## src/rtl/tmr_pkg.sv

```systemverilog
package tmr_pkg;
    localparam logic [1:0] OFF_CNT    = 2'd0;
    localparam logic [1:0] OFF_MODE   = 2'd1;
    localparam logic [1:0] OFF_SETCMP = 2'd2;
    localparam logic [1:0] OFF_CLRCMP = 2'd3;

    localparam logic [1:0] WIN_BLOCK  = 2'd3;
    localparam logic [1:0] BOFF_CTRL  = 2'd0;
    localparam logic [1:0] BOFF_MODE  = 2'd1;

    typedef enum logic [1:0] {
        CH1_SRC_OFF   = 2'd0,
        CH1_SRC_CHAIN = 2'd1,
        CH1_SRC_PIN   = 2'd2,
        CH1_SRC_OFF2  = 2'd3
    } ch1_src_e;
endpackage

```

## src/rtl/tmr_edge_sync.sv

```systemverilog
module tmr_edge_sync (
    input  logic clk,
    input  logic rst_n,
    input  logic din,
    output logic rise
);
    logic [2:0] sh_d, sh_q;

    always_comb begin
        sh_d = {sh_q[1:0], din};
    end

    always_ff @(posedge clk or negedge rst_n) begin
        if (!rst_n) sh_q <= '0;
        else        sh_q <= sh_d;
    end

    assign rise = sh_q[1] & ~sh_q[2];

    assert_single_pulse_R8: assert property (@(posedge clk) disable iff (!rst_n)
        rise |=> !rise);
endmodule

```

## src/rtl/tmr_chan.sv

```systemverilog
module tmr_chan #(
    parameter int CNT_W = 16
) (
    input  logic             clk,
    input  logic             rst_n,
    input  logic             wr_en,
    input  logic [1:0]       wr_off,
    input  logic [CNT_W-1:0] wr_data,
    input  logic             tick,
    input  logic             ext_in,
    input  logic             trig_all,
    output logic [CNT_W-1:0] cnt,
    output logic [CNT_W-1:0] set_cmp,
    output logic [CNT_W-1:0] clr_cmp,
    output logic             src_sel,
    output logic             enabled,
    output logic             wave
);
    import tmr_pkg::*;

    typedef struct packed {
        logic [CNT_W-1:0] cnt;
        logic [CNT_W-1:0] set_cmp;
        logic [CNT_W-1:0] clr_cmp;
        logic             src_sel;
        logic             enabled;
        logic             wave;
    } chan_state_t;

    chan_state_t st_d, st_q;
    logic ext_rise;
    logic cmd_wr;
    logic trig;
    logic step;
    logic [CNT_W-1:0] cnt_next;

    tmr_edge_sync u_sync (
        .clk  (clk),
        .rst_n(rst_n),
        .din  (ext_in),
        .rise (ext_rise)
    );

    assign cmd_wr = wr_en && (wr_off == OFF_CNT);
    assign trig   = trig_all || (cmd_wr && wr_data[2]);

    always_comb begin
        st_d     = st_q;
        step     = st_q.enabled && (st_q.src_sel ? ext_rise : tick);
        cnt_next = st_q.cnt + CNT_W'(1);

        if (wr_en) begin
            case (wr_off)
                OFF_MODE:   st_d.src_sel = wr_data[0];
                OFF_SETCMP: st_d.set_cmp = wr_data;
                OFF_CLRCMP: st_d.clr_cmp = wr_data;
                default: ;
            endcase
        end
        if (cmd_wr && wr_data[0]) st_d.enabled = 1'b1;
        if (cmd_wr && wr_data[1]) st_d.enabled = 1'b0;

        if (trig) begin
            st_d.cnt  = '0;
            st_d.wave = 1'b0;
        end else if (step) begin
            st_d.cnt = cnt_next;
            if (cnt_next == st_q.clr_cmp)      st_d.wave = 1'b0;
            else if (cnt_next == st_q.set_cmp) st_d.wave = 1'b1;
        end
    end

    always_ff @(posedge clk or negedge rst_n) begin
        if (!rst_n) st_q <= '0;
        else        st_q <= st_d;
    end

    assign cnt     = st_q.cnt;
    assign set_cmp = st_q.set_cmp;
    assign clr_cmp = st_q.clr_cmp;
    assign src_sel = st_q.src_sel;
    assign enabled = st_q.enabled;
    assign wave    = st_q.wave;

    assert_disabled_holds_R3: assert property (@(posedge clk) disable iff (!rst_n)
        (!st_q.enabled && !trig) |=> $stable(st_q.cnt));

    assert_step_by_one_R4: assert property (@(posedge clk) disable iff (!rst_n)
        (step && !trig) |=> (st_q.cnt == $past(st_q.cnt) + CNT_W'(1)));

    assert_trigger_clears_R5: assert property (@(posedge clk) disable iff (!rst_n)
        trig |=> (st_q.cnt == '0 && !st_q.wave));

    assert_rise_on_set_R7: assert property (@(posedge clk) disable iff (!rst_n)
        ($rose(st_q.wave) && $stable(st_q.set_cmp)) |-> (st_q.cnt == st_q.set_cmp));
endmodule

```

## src/rtl/tri_timer_cascade.sv

```systemverilog
module tri_timer_cascade #(
    parameter int CNT_W = 16
) (
    input  logic             clk,
    input  logic             rst_n,
    input  logic [2:0]       tick,
    input  logic [2:0]       ext_clk,
    input  logic             wr_en,
    input  logic             rd_en,
    input  logic [3:0]       addr,
    input  logic [CNT_W-1:0] wr_data,
    output logic [CNT_W-1:0] rd_data,
    output logic             rd_valid,
    output logic [2:0]       wave
);
    import tmr_pkg::*;

    localparam int NCH = 3;

    typedef struct packed {
        ch1_src_e         ch1_src;
        logic [CNT_W-1:0] rdata;
        logic             rvalid;
    } blk_state_t;

    blk_state_t bs_d, bs_q;

    logic [1:0]       win;
    logic [1:0]       off;
    logic             sync_trig;
    logic [NCH-1:0]   ext_mux;
    logic [CNT_W-1:0] cnt_a     [NCH];
    logic [CNT_W-1:0] setc_a    [NCH];
    logic [CNT_W-1:0] clrc_a    [NCH];
    logic [NCH-1:0]   sel_a;
    logic [NCH-1:0]   en_a;
    logic [NCH-1:0]   wave_a;
    logic [CNT_W-1:0] rd_mux;

    assign win       = addr[3:2];
    assign off       = addr[1:0];
    assign sync_trig = wr_en && (win == WIN_BLOCK) && (off == BOFF_CTRL) && wr_data[0];

    always_comb begin
        ext_mux = ext_clk;
        case (bs_q.ch1_src)
            CH1_SRC_CHAIN: ext_mux[1] = wave_a[0];
            CH1_SRC_PIN:   ext_mux[1] = ext_clk[1];
            default:       ext_mux[1] = 1'b0;
        endcase
    end

    for (genvar i = 0; i < NCH; i++) begin : g_chan
        tmr_chan #(.CNT_W(CNT_W)) u_chan (
            .clk     (clk),
            .rst_n   (rst_n),
            .wr_en   (wr_en && (win == 2'(i))),
            .wr_off  (off),
            .wr_data (wr_data),
            .tick    (tick[i]),
            .ext_in  (ext_mux[i]),
            .trig_all(sync_trig),
            .cnt     (cnt_a[i]),
            .set_cmp (setc_a[i]),
            .clr_cmp (clrc_a[i]),
            .src_sel (sel_a[i]),
            .enabled (en_a[i]),
            .wave    (wave_a[i])
        );
    end

    always_comb begin
        rd_mux = '0;
        if (win == WIN_BLOCK) begin
            if (off == BOFF_MODE) rd_mux = CNT_W'(bs_q.ch1_src);
        end else begin
            case (off)
                OFF_CNT:    rd_mux = cnt_a[win];
                OFF_MODE:   rd_mux = CNT_W'({wave_a[win], en_a[win], sel_a[win]});
                OFF_SETCMP: rd_mux = setc_a[win];
                default:    rd_mux = clrc_a[win];
            endcase
        end
    end

    always_comb begin
        bs_d        = bs_q;
        bs_d.rvalid = rd_en;
        if (rd_en) bs_d.rdata = rd_mux;
        if (wr_en && (win == WIN_BLOCK) && (off == BOFF_MODE))
            bs_d.ch1_src = ch1_src_e'(wr_data[1:0]);
    end

    always_ff @(posedge clk or negedge rst_n) begin
        if (!rst_n) bs_q <= '0;
        else        bs_q <= bs_d;
    end

    assign rd_data  = bs_q.rdata;
    assign rd_valid = bs_q.rvalid;
    assign wave     = wave_a;

    assert_sync_zeroes_all_R6: assert property (@(posedge clk) disable iff (!rst_n)
        sync_trig |=> (cnt_a[0] == '0 && cnt_a[1] == '0 && cnt_a[2] == '0));

    assert_read_follows_strobe_R2: assert property (@(posedge clk) disable iff (!rst_n)
        rd_en |=> rd_valid);
endmodule

```

## config.mk

```make
export PLATFORM = sky130hd
export DESIGN_NAME = tri_timer_cascade
export DESIGN_NICKNAME = d
export VERILOG_FILES = /design/src/rtl/tmr_pkg.sv /design/src/rtl/tmr_edge_sync.sv /design/src/rtl/tmr_chan.sv /design/src/rtl/tri_timer_cascade.sv
export SDC_FILE = /design/constraint.sdc
export NUM_CORES = 1
export LEC_CHECK = 0
export ABC_AREA = 0
export BUFFER_PORTS_ARGS = -buffer_cell sky130_fd_sc_hd__buf_4
export CORE_UTILIZATION = 50
export DETAILED_ROUTE_END_ITERATION = 6
export GPL_ROUTABILITY_DRIVEN = 0
export GPL_TIMING_DRIVEN = 0
export PLACE_DENSITY_LB_ADDON = 0.25
export SYNTH_ARGS = -nofsm -noshare
export SYNTH_HDL_FRONTEND = slang
export SYNTH_SLANG_ARGS = --single-unit
```

## constraint.sdc

```tcl
create_clock -name clk -period 3.9 [get_ports clk]
set_clock_uncertainty 0.15 [all_clocks]
set_input_delay 0.585 -clock clk [delete_from_list [all_inputs] [get_ports clk]]
set_output_delay 0.585 -clock clk [all_outputs]
set_load 0.05 [all_outputs]
```

==> impl_results.md, run 1 <==
* Area contributors post-synth: dfrtp_1 40%, mux2_2 10%, xnor2_1 7.6%
* Clk_lat worst skew at ~0.45 ns
* Setup crit start: g_chan[1].u_chan.cnt[1]$_DFFE_PN0P_
* CP Max Fanout at 8
* RSZ-0062 raised after global routing: no
* Post-CTS Resized at 0
* Congestion Overflow GR at 0
* Failing checks: design-rule violations
* Drt initial violations at 941
* Antenna diode instance count at 0
* Yosys reg bits at around 180
* Vias at just over 9000
* Final nets at between 1000 and 1500
* Main combinational cell family by area after synthesis: simple AND/OR/NAND/NOR gates
* Yosys warns at 0
* Share of layout cells above drive strength 1 at 21.49%
* Endpoint type of the worst setup path: register
* Count leader, synth: dfrtp_1
* Vert. Die Dim at approximately 150 µm
* Critical Path AT at 3.23 ns
* Synth async-reset ratio at 100.0%
* Placed cells at between 1000 and 1500
* Total CTS buffers at 17
* Post-synth EDFFs at 0
* Wire length of the first global-routing pass at 51.85 mm
* Pwr per Cell Area at approximately 500 mW/mm²
* Buf/Inv on CP at 1
* Post-Layout Cell Count at about 1500
* Syn Area/Cell at 9.804 µm²
* Vias in the first global route at 8791
* Mux share of post-synthesis cell area at approximately 15%
* Synthesized Nets at ~1200
* Critical Path Source Type: register
* Starting Density at roughly half
* Top delay family on crit path: simple AND/OR/NAND/NOR gates
* CP endpoint: g_chan[1].u_chan.wave$_DFFE_PN0P_
* Remaining antenna violation count at 0
* Peak Freq at approximately 330 MHz
* Adder-cell area share of the yosys netlist at 0.5515%
* Largest net degree at the start of global routing at 113
* Mapped Cells at ~1200
* Die width at 152.6 µm
* I/O Pins at 50
* Fin. Hold Viols at 0
* Clock transition at path regs at roughly 0.08 ns
* DR vias/cell at between 6 and 7
* Initial antenna violation count at 0
* Final worst-path cycle share at around three quarters
* TritonCTS Sinks at roughly 180
* Primary FF master, synth: dfrtp_1
* Pins Over Slew Limit at 0
* Mapped Area at approximately 0.011 mm²
* Crit path cell chain: ha_1 > clkbuf_1 > nand3_2 > nor4_1 > xnor2_1 > xnor2_1 > or4_1 > nor4_1 > o211a_1
* P&R area growth vs syn at 11.80%
* Post-synth top cells: 181 x dfrtp_1, 102 x mux2_2, 98 x xnor2_1
* Crit path kind: reg2reg
* Relative slew slack at about a third
* Die Area at roughly 0.023 mm²
* Setup TNS at 0 ns
* Compound-cell area share of the yosys netlist at a little over a tenth
* Drt total wl at 33.04 mm
* Register area share after synthesis at about two fifths
* Synth Area in Simple Gates at between 10% and 20%
* Status: complete, but fails checks
* Cell row count at 54
* H-tree levels at 4
* Root Buffer: clkbuf_16
* Max IR drop VDD at approximately 0.28 mV
* R2r endpoint: g_chan[1].u_chan.wave$_DFFE_PN0P_
* DRT Pass-1 Iters at 7
* CP max-delay cell: dfrtp_1
* Levels on crit path at 9
* Measured slew at the worst slew-check pin at 0.9963 ns
* FF-to-FF path depth at 9
* Core region area at 0.02203 mm²
* Tmin final at around 3 ns
* Endpoints failing setup at 0
* Yosys top cell area share at about two fifths
* Netlist cell types at 70
* Synth area leader: dfrtp_1
* Final HPWL DP at about 24 mm
* WP data required at 4.14 ns
* Wire per inst at approximately 22 µm
* Max Cap Viol at 0
* Leak at around 5.4 nW
* Max incr delay on CP at 0.46 ns
* Worst r2r src: g_chan[1].u_chan.cnt[1]$_DFFE_PN0P_
* HP Class: in2reg
* CTS max path bufs at 2
* Reg2Reg Setup Slack at 0.91 ns
* Number of port buffers at between 40 and 50
* DRC at 5
* CTS tree: built
* Post-synthesis xor/xnor area fraction at around an eighth
* GRT Util Overall at 29.15%
-- worst min path at each step --
stage	startpoint	end	slack [ns]	depth (start not counted)
global route	ext_clk[2]	g_chan[2].u_chan.u_sync.sh_q[0]$_DFF_PN0_	0.08	1
CTS	ext_clk[2]	g_chan[2].u_chan.u_sync.sh_q[0]$_DFF_PN0_	0.08	1
finish	ext_clk[2]	g_chan[2].u_chan.u_sync.sh_q[0]$_DFF_PN0_	0.09	1
floorplan	rst_n	bs_q[17]$_DFFE_PN0P_	0.14	0
global placement	g_chan[0].u_chan.u_sync.sh_q[0]$_DFF_PN0_	g_chan[0].u_chan.u_sync.sh_q[1]$_DFF_PN0_	0.19	0
detailed placement	g_chan[1].u_chan.u_sync.sh_q[0]$_DFF_PN0_	g_chan[1].u_chan.u_sync.sh_q[1]$_DFF_PN0_	0.19	0
-- cell usage in the layout (no fill, tap or decap), types with 8 or more instances in the layout --
cell type and count:
a211oi_1 8, a21oi_1 50, a31oi_1 13, buf_1 9, buf_2 30, buf_4 70
clkbuf_1 40, clkbuf_16 17, dfrtp_1 181, inv_1 30, mux2_2 102, mux2i_1 54
nand2_1 81, nand3_1 27, nand4_1 15, nand4b_1 12, nor2_1 97, nor3_1 11
o211ai_1 16, o21ai_0 64, xnor2_1 98, xor2_1 67
-- power by group --
| group | internal (mW) | switching, mW | total (mW) |
|---|---|---|---|
| registers | 2.21 | 0.419 | 2.63 |
| clock network | 0.859 | 0.880 | 1.74 |
| logic | 0.832 | 0.994 | 1.83 |
| total | 3.90 | 2.29 | 6.19 |
-- logic make-up (layout without fill, tap and decap cells) --
group                    count (synthesis)  in the layout
buffers and inverters                  135            216
flip-flops                             181            181
AND/OR/NAND/NOR                        318            318
XOR/XNOR                               168            168
multiplexers                           156            156
adder cells (fa/ha/maj)                  5              5
AO/OA/AOI/OAI                          194            194
-- registers in the layout (all words and copies together), names as in the netlist, 3 cells and up --
| register | cells |
|---|---|
| rd_data | 16 |
| g_chan.u_chan.u_sync.sh_q | 9 |
| g_chan.u_chan.wave | 3 |
| g_chan.u_chan.cnt | 48 |
| g_chan.u_chan.clr_cmp | 48 |
| g_chan.u_chan.enabled | 3 |
| g_chan.u_chan.set_cmp | 48 |
| g_chan.u_chan.src_sel | 3 |
-- metrics by stage --
step	power (mW)	hold WS (ns)	cell area, µm²	utilization (%)	worst slack [ns]
2_1_floorplan	3.825	0.1394	11340	-	1.367
3_3_place_gp	4.378	0.1854	12050	54.69	0.7161
3_5_place_dp	4.434	0.1904	12080	54.85	0.7167
4_1_cts	6.171	0.08459	12680	57.58	0.9459
5_1_grt	6.464	0.07570	12680	57.58	0.7518
6_report	6.192	0.08552	12680	57.58	0.9056
-- layer usage --
layer | vias up | GRT usage [%] | part of all wire, %
met5 | - | 0 | 0
met4 | 0 | 12.27 | 3.8
met3 | 77 | 3.925 | 6.9
met2 | 407 | 44.52 | 45
met1 | 4591 | 41.57 | 44
li1 | 4157 | - | -
-- cell type report --
cell class	count	area (µm²)
tap	280	350.3
clock buffer	17	425.4
timing repair buffer	49	397.9
sequential	181	4529
inverter	30	112.6
buffer	105	536.8
fill	1981	9344
clock inverter	15	165.2
multi-input combinational	841	6165
-- worst register-to-register path, stage by stage, from the launching register on --
cell      delay, ns
dfrtp_1        0.46
ha_1           0.18
clkbuf_1       0.29
nand3_2        0.28
nor4_1         0.45
xnor2_1        0.22
xnor2_1        0.13
or4_1          0.43
nor4_1         0.18
o211a_1        0.16
-- what timing repair did --
item | in CTS | in global routing
hold buffers | 1 | 0
hold endpoints to repair | 69 | 0
setup buffers | 0 | 0
No activity file was read; power rests on OpenSTA's default activity.
==> run 2: changes to the inputs <==
--- a/config.mk
+++ b/config.mk
@@ -5,7 +5,7 @@
 export SDC_FILE = /design/constraint.sdc
 export NUM_CORES = 1
 export LEC_CHECK = 0
-export ABC_AREA = 0
+export ABC_AREA = 1
 export BUFFER_PORTS_ARGS = -buffer_cell sky130_fd_sc_hd__buf_4
 export CORE_UTILIZATION = 50
 export DETAILED_ROUTE_END_ITERATION = 6
==> constraint.sdc (replaced) <==
create_clock -name clk -period 3 [get_ports clk]
set_clock_uncertainty 0.15 [all_clocks]
set_input_delay 0.45 -clock clk [delete_from_list [all_inputs] [get_ports clk]]
set_output_delay 0.45 -clock clk [all_outputs]
set_load 0.05 [all_outputs]
==> run 2 against run 1 <==
Against the previous run:
- clock-buffer cell count increased by 1
- sequential cell count unchanged
- largest cell class unchanged
- register-to-register slack got worse by 0.34 ns
- setup slack got worse by 0.34 ns
- cell count increased by 24%
- power increased by 57%
- global-route usage increased by 6.4 points
- sequential power increased by 44%
- maximum frequency increased by 23%
- critical path type unchanged
- area after synthesis decreased by 4.5%
- the run still ends with design-rule violations left
==> impl_results.md, run 2 <==
* Tmin final at 2.438 ns (-0.5566 ns)
* Final worst-path cycle share at 81.26% (+4.5 points)
* Share of layout cells above drive strength 1 at 9.426% (-12 points)
* Adder-cell area share of the yosys netlist at 0.5776% (+0.026 points)
* Final HPWL DP at 29.65 mm (+21%)
* Vias at 11190 (+21%)
* Sw frac at 43.45% (+6.4 points)
* Die Area at 0.02226 mm² (-4.5%)
* Drt total wl at 38.37 mm (+16%)
* Starting Density at 51.20% (-0.30 points)
* I/O Pins at 50 (unchanged)
* Max incr delay on CP at 0.52 ns (+0.06 ns)
* CTS tree: built
* Commonest cells after routing, fill and taps aside: 430 x nand2_1, 195 x inv_1, 181 x dfrtp_1
* Yosys warns at 0 (unchanged)
* Flop pwr share at 38.8% (-3.6 points)
* Post CTS Setup Buffer Count at 0 (unchanged)
* Final worst setup slack at 0.5622 ns (-0.3434 ns)
* Commonest non-fill, non-tap cell in the layout: nand2_1
* Post-synth EDFFs at 0 (unchanged)
* TritonCTS Sinks at 181 (unchanged)
* Most used routing layer: met2
* Congestion Overflow GR at 0 (unchanged)
* GRT Util Overall at 35.56% (+6.4 points)
* Internal power at 5.513 mW (+41%)
* Vias in the first global route at 10090 (+15%)
* DRT Pass-1 Iters at 7 (unchanged)
* HP Class: in2reg
* WP data required at 3.24 ns (-0.90 ns)
* Final nets at 1626 (+29%)
* Pwr per Cell Area at 802.8 mW/mm² (+64%)
* Initial antenna violation count at 1 (+1)
* Mux share of post-synthesis cell area at 0% (-15 points)
* Endpoint type of the worst setup path: register
* CTS max path bufs at 2 (unchanged)
* Wire per inst at 20.44 µm (-6.1%)
* Mapped Cells at 1523 (+32%)
* Max IR drop VDD at 0.4265 mV (+50%)
* Endpoints failing setup at 0 (unchanged)
* Total CTS buffers at 17 (unchanged)
* Pre-CTS setup slack at 0.3498 ns (-0.3668 ns)
* DR vias/cell at 5.960 (-2.0%)
* Vert. Die Dim at 149.2 µm (-2.3%)
* Failing checks: design-rule violations
* Die width at 149.2 µm (-2.3%)
* Max Cap Viol at 0 (unchanged)
* Setup TNS at 0 ns (unchanged)
* Remaining antenna violation count at 0 (unchanged)
* P&R area growth vs syn at 12.11%
* Clk_lat worst skew at 0.45 ns (about the same)
* Setup crit start: g_chan[0].u_chan.cnt[0]$_DFFE_PN0P_
* NetSw at 4.235 mW (+85%)
* Main combinational cell family by area after synthesis: simple AND/OR/NAND/NOR gates
* CP Max Fanout at 6 (-2)
* Root Buffer: clkbuf_16
* H-tree levels at 4 (unchanged)
* RSZ-0062 raised after global routing: no
* M3 GR Usage at 9.450% (+5.5 points)
* Post-synth top cells: 430 x nand2_1, 195 x inv_1, 181 x dfrtp_1
* Largest net degree at the start of global routing at 98 (-13%)
* Clock transition at path regs at 0.07 ns (about the same)
* Compound-cell area share of the yosys netlist at 16.55% (+6.0 points)
* Peak Freq at 410.2 MHz (+23%)
* Syn Area/Cell at 7.112 µm² (-27%)
* Synth async-reset ratio at 100.0% (unchanged)
* Worst r2r src: g_chan[0].u_chan.cnt[0]$_DFFE_PN0P_
* Synth Area in Simple Gates at 29.13% (+14 points)
* Critical Path Source Type: register
* Relative slew slack at 50.76% (+17 points)
* Yosys top cell area share at 41.82% (+1.9 points)
* Final core occ at 57.40% (-0.18 points)
* Cell row count at 53 (-1.9%)
* Clock share of power at 22.9% (-5.2 points)
* Cell mode on critical path: nor2_1
* Synthesized Nets at 1558 (+31%)
* Yosys reg bits at 181 (unchanged)
* Placed Area at 0.01154 mm² (-4.5%)
* Mapped Area at 0.01083 mm² (-4.5%)
* Pins Over Slew Limit at 0 (unchanged)
* Critical Path AT at 2.67 ns (-0.56 ns)
* GR Util met2 at 52.44% (+7.9 points)
* Register area share after synthesis at 41.82% (+1.9 points)
* Count leader, synth: nand2_1
* Worst Hold Launch: wr_data[6]
* CP max-delay cell: dfrtp_1
* Post-synthesis xor/xnor area fraction at 1.617% (-12 points)
* Leak at 5.763 nW (+7.4%)
* Crit path kind: reg2reg
* Crit path cell chain: ha_1 > nand2_1 > inv_1 > nand2_1 > o21ai_1 > or2_0 > nand2_1 > nor2_1 > nand3_1 > nor2_1 > nor2_1 > nor2_1
* Antenna diode instance count at 0 (unchanged)
* WHS at 0.1218 ns (+0.03624 ns)
* Netlist cell types at 42 (-40%)
* Status: complete, but fails checks
* Measured slew at the worst slew-check pin at 0.7385 ns (-0.2577 ns)
* DRC at 13 (+8)
* Drt initial violations at 1701 (+81%)
* Logic gate share of total power at 38.3% (+8.8 points)
* Synth area leader: dfrtp_1
* Final Cell Area at 0.01214 mm² (-4.3%)
* Grt met1 use at 47.01% (+5.4 points)
* Fillers at 1944 (-1.9%)
* Primary FF master, synth: dfrtp_1
* Area contributors post-synth: dfrtp_1 42%, nand2_1 15%, o21ai_0 8.2%
* Wire length of the first global-routing pass at 58.19 mm (+12%)
* Fin. Hold Viols at 0 (unchanged)
* Core region area at 0.02115 mm² (-4.0%)
* Number of port buffers at 44 (-6.4%)
run 2: cell types whose count changed in the layout (fill, tap and decap cells not counted), moves of 89 or more:
cell,change
mux2_2,-102
inv_1,+165
nand2_1,+349
nand3_1,+89
o21ai_0,+114
xnor2_1,-91
run 2: final timing paths:
path / slack (ns) / end / cells after the start
min reg2reg: 0.20 / g_chan[1].u_chan.u_sync.sh_q[1]$_DFF_PN0_ / 0
min: 0.12 / g_chan[1].u_chan.set_cmp[6]$_DFFE_PN0P_ / 3
max reg2reg: 0.56 / g_chan[0].u_chan.wave$_DFFE_PN0P_ / 12
max: 0.56 / g_chan[0].u_chan.wave$_DFFE_PN0P_ / 12
max in group asynchronous: 1.33 / g_chan[0].u_chan.clr_cmp[4]$_DFFE_PN0P_ / 3
min in group asynchronous: 0.45 / g_chan[2].u_chan.set_cmp[4]$_DFFE_PN0P_ / 2
run 2: cell families after synthesis:
group / Yosys count
AO/OA/AOI/OAI: 315
buffers and inverters: 269
adder cells (fa/ha/maj): 5
AND/OR/NAND/NOR: 733
XOR/XNOR: 20
flip-flops: 181
run 2: critical path, delay by kind of cell, from the launching register on:
kind / cells / cell delay, ns
compound gates: 1 / 0.31
fa+ha+maj: 1 / 0.24
buf+inv: 1 / 0.10
flops: 1 / 0.52
simple gates: 9 / 1.05
run 2: stage by stage:
stage               total power [mW]  instances
finish                         9.749       1877
global route                   10.26       1877
CTS                            9.592       1876
detailed placement             7.377       1843
global placement               7.283       1842
floorplan                      6.123       1523
run 2: cell type report:
type / instances / area, µm² / area share, %
Tap cell: 275 / 344.1 / 2.834
Multi-Input combinational cell: 1073 / 5186 / 42.71
Clock buffer: 18 / 429.2 / 3.534
Clock inverter: 12 / 132.6 / 1.092
Sequential cell: 181 / 4529 / 37.30
Timing Repair Buffer: 49 / 405.4 / 3.338
Inverter: 205 / 772.0 / 6.358
Buffer: 64 / 344.1 / 2.834
run 2: repair_timing:
| item | CTS | global route |
|---|---|---|
| hold buffers | 3 | 1 |
| endpoints found under the hold margin | 86 | 1 |
| resized for setup | 0 | 0 |
| endpoints found under the setup margin | 0 | 0 |
run 2: routing by layer:
metal / vias up / wire (µm)
li1: 5133 / -
met1: 5155 / 14920
met2: 752 / 16330
met3: 144 / 4778
met4: 2 / 2325
met5: - / 11
run 2: power groups by stage:
stage | registers [mW] | logic, mW | clock network [mW]
3_3_place_gp | 3.76 | 3.52 | 0
3_5_place_dp | 3.78 | 3.60 | 0
5_1_grt | 3.84 | 4.10 | 2.33
4_1_cts | 3.74 | 3.63 | 2.23
6_report | 3.78 | 3.74 | 2.23
2_1_floorplan | 3.55 | 2.58 | 0
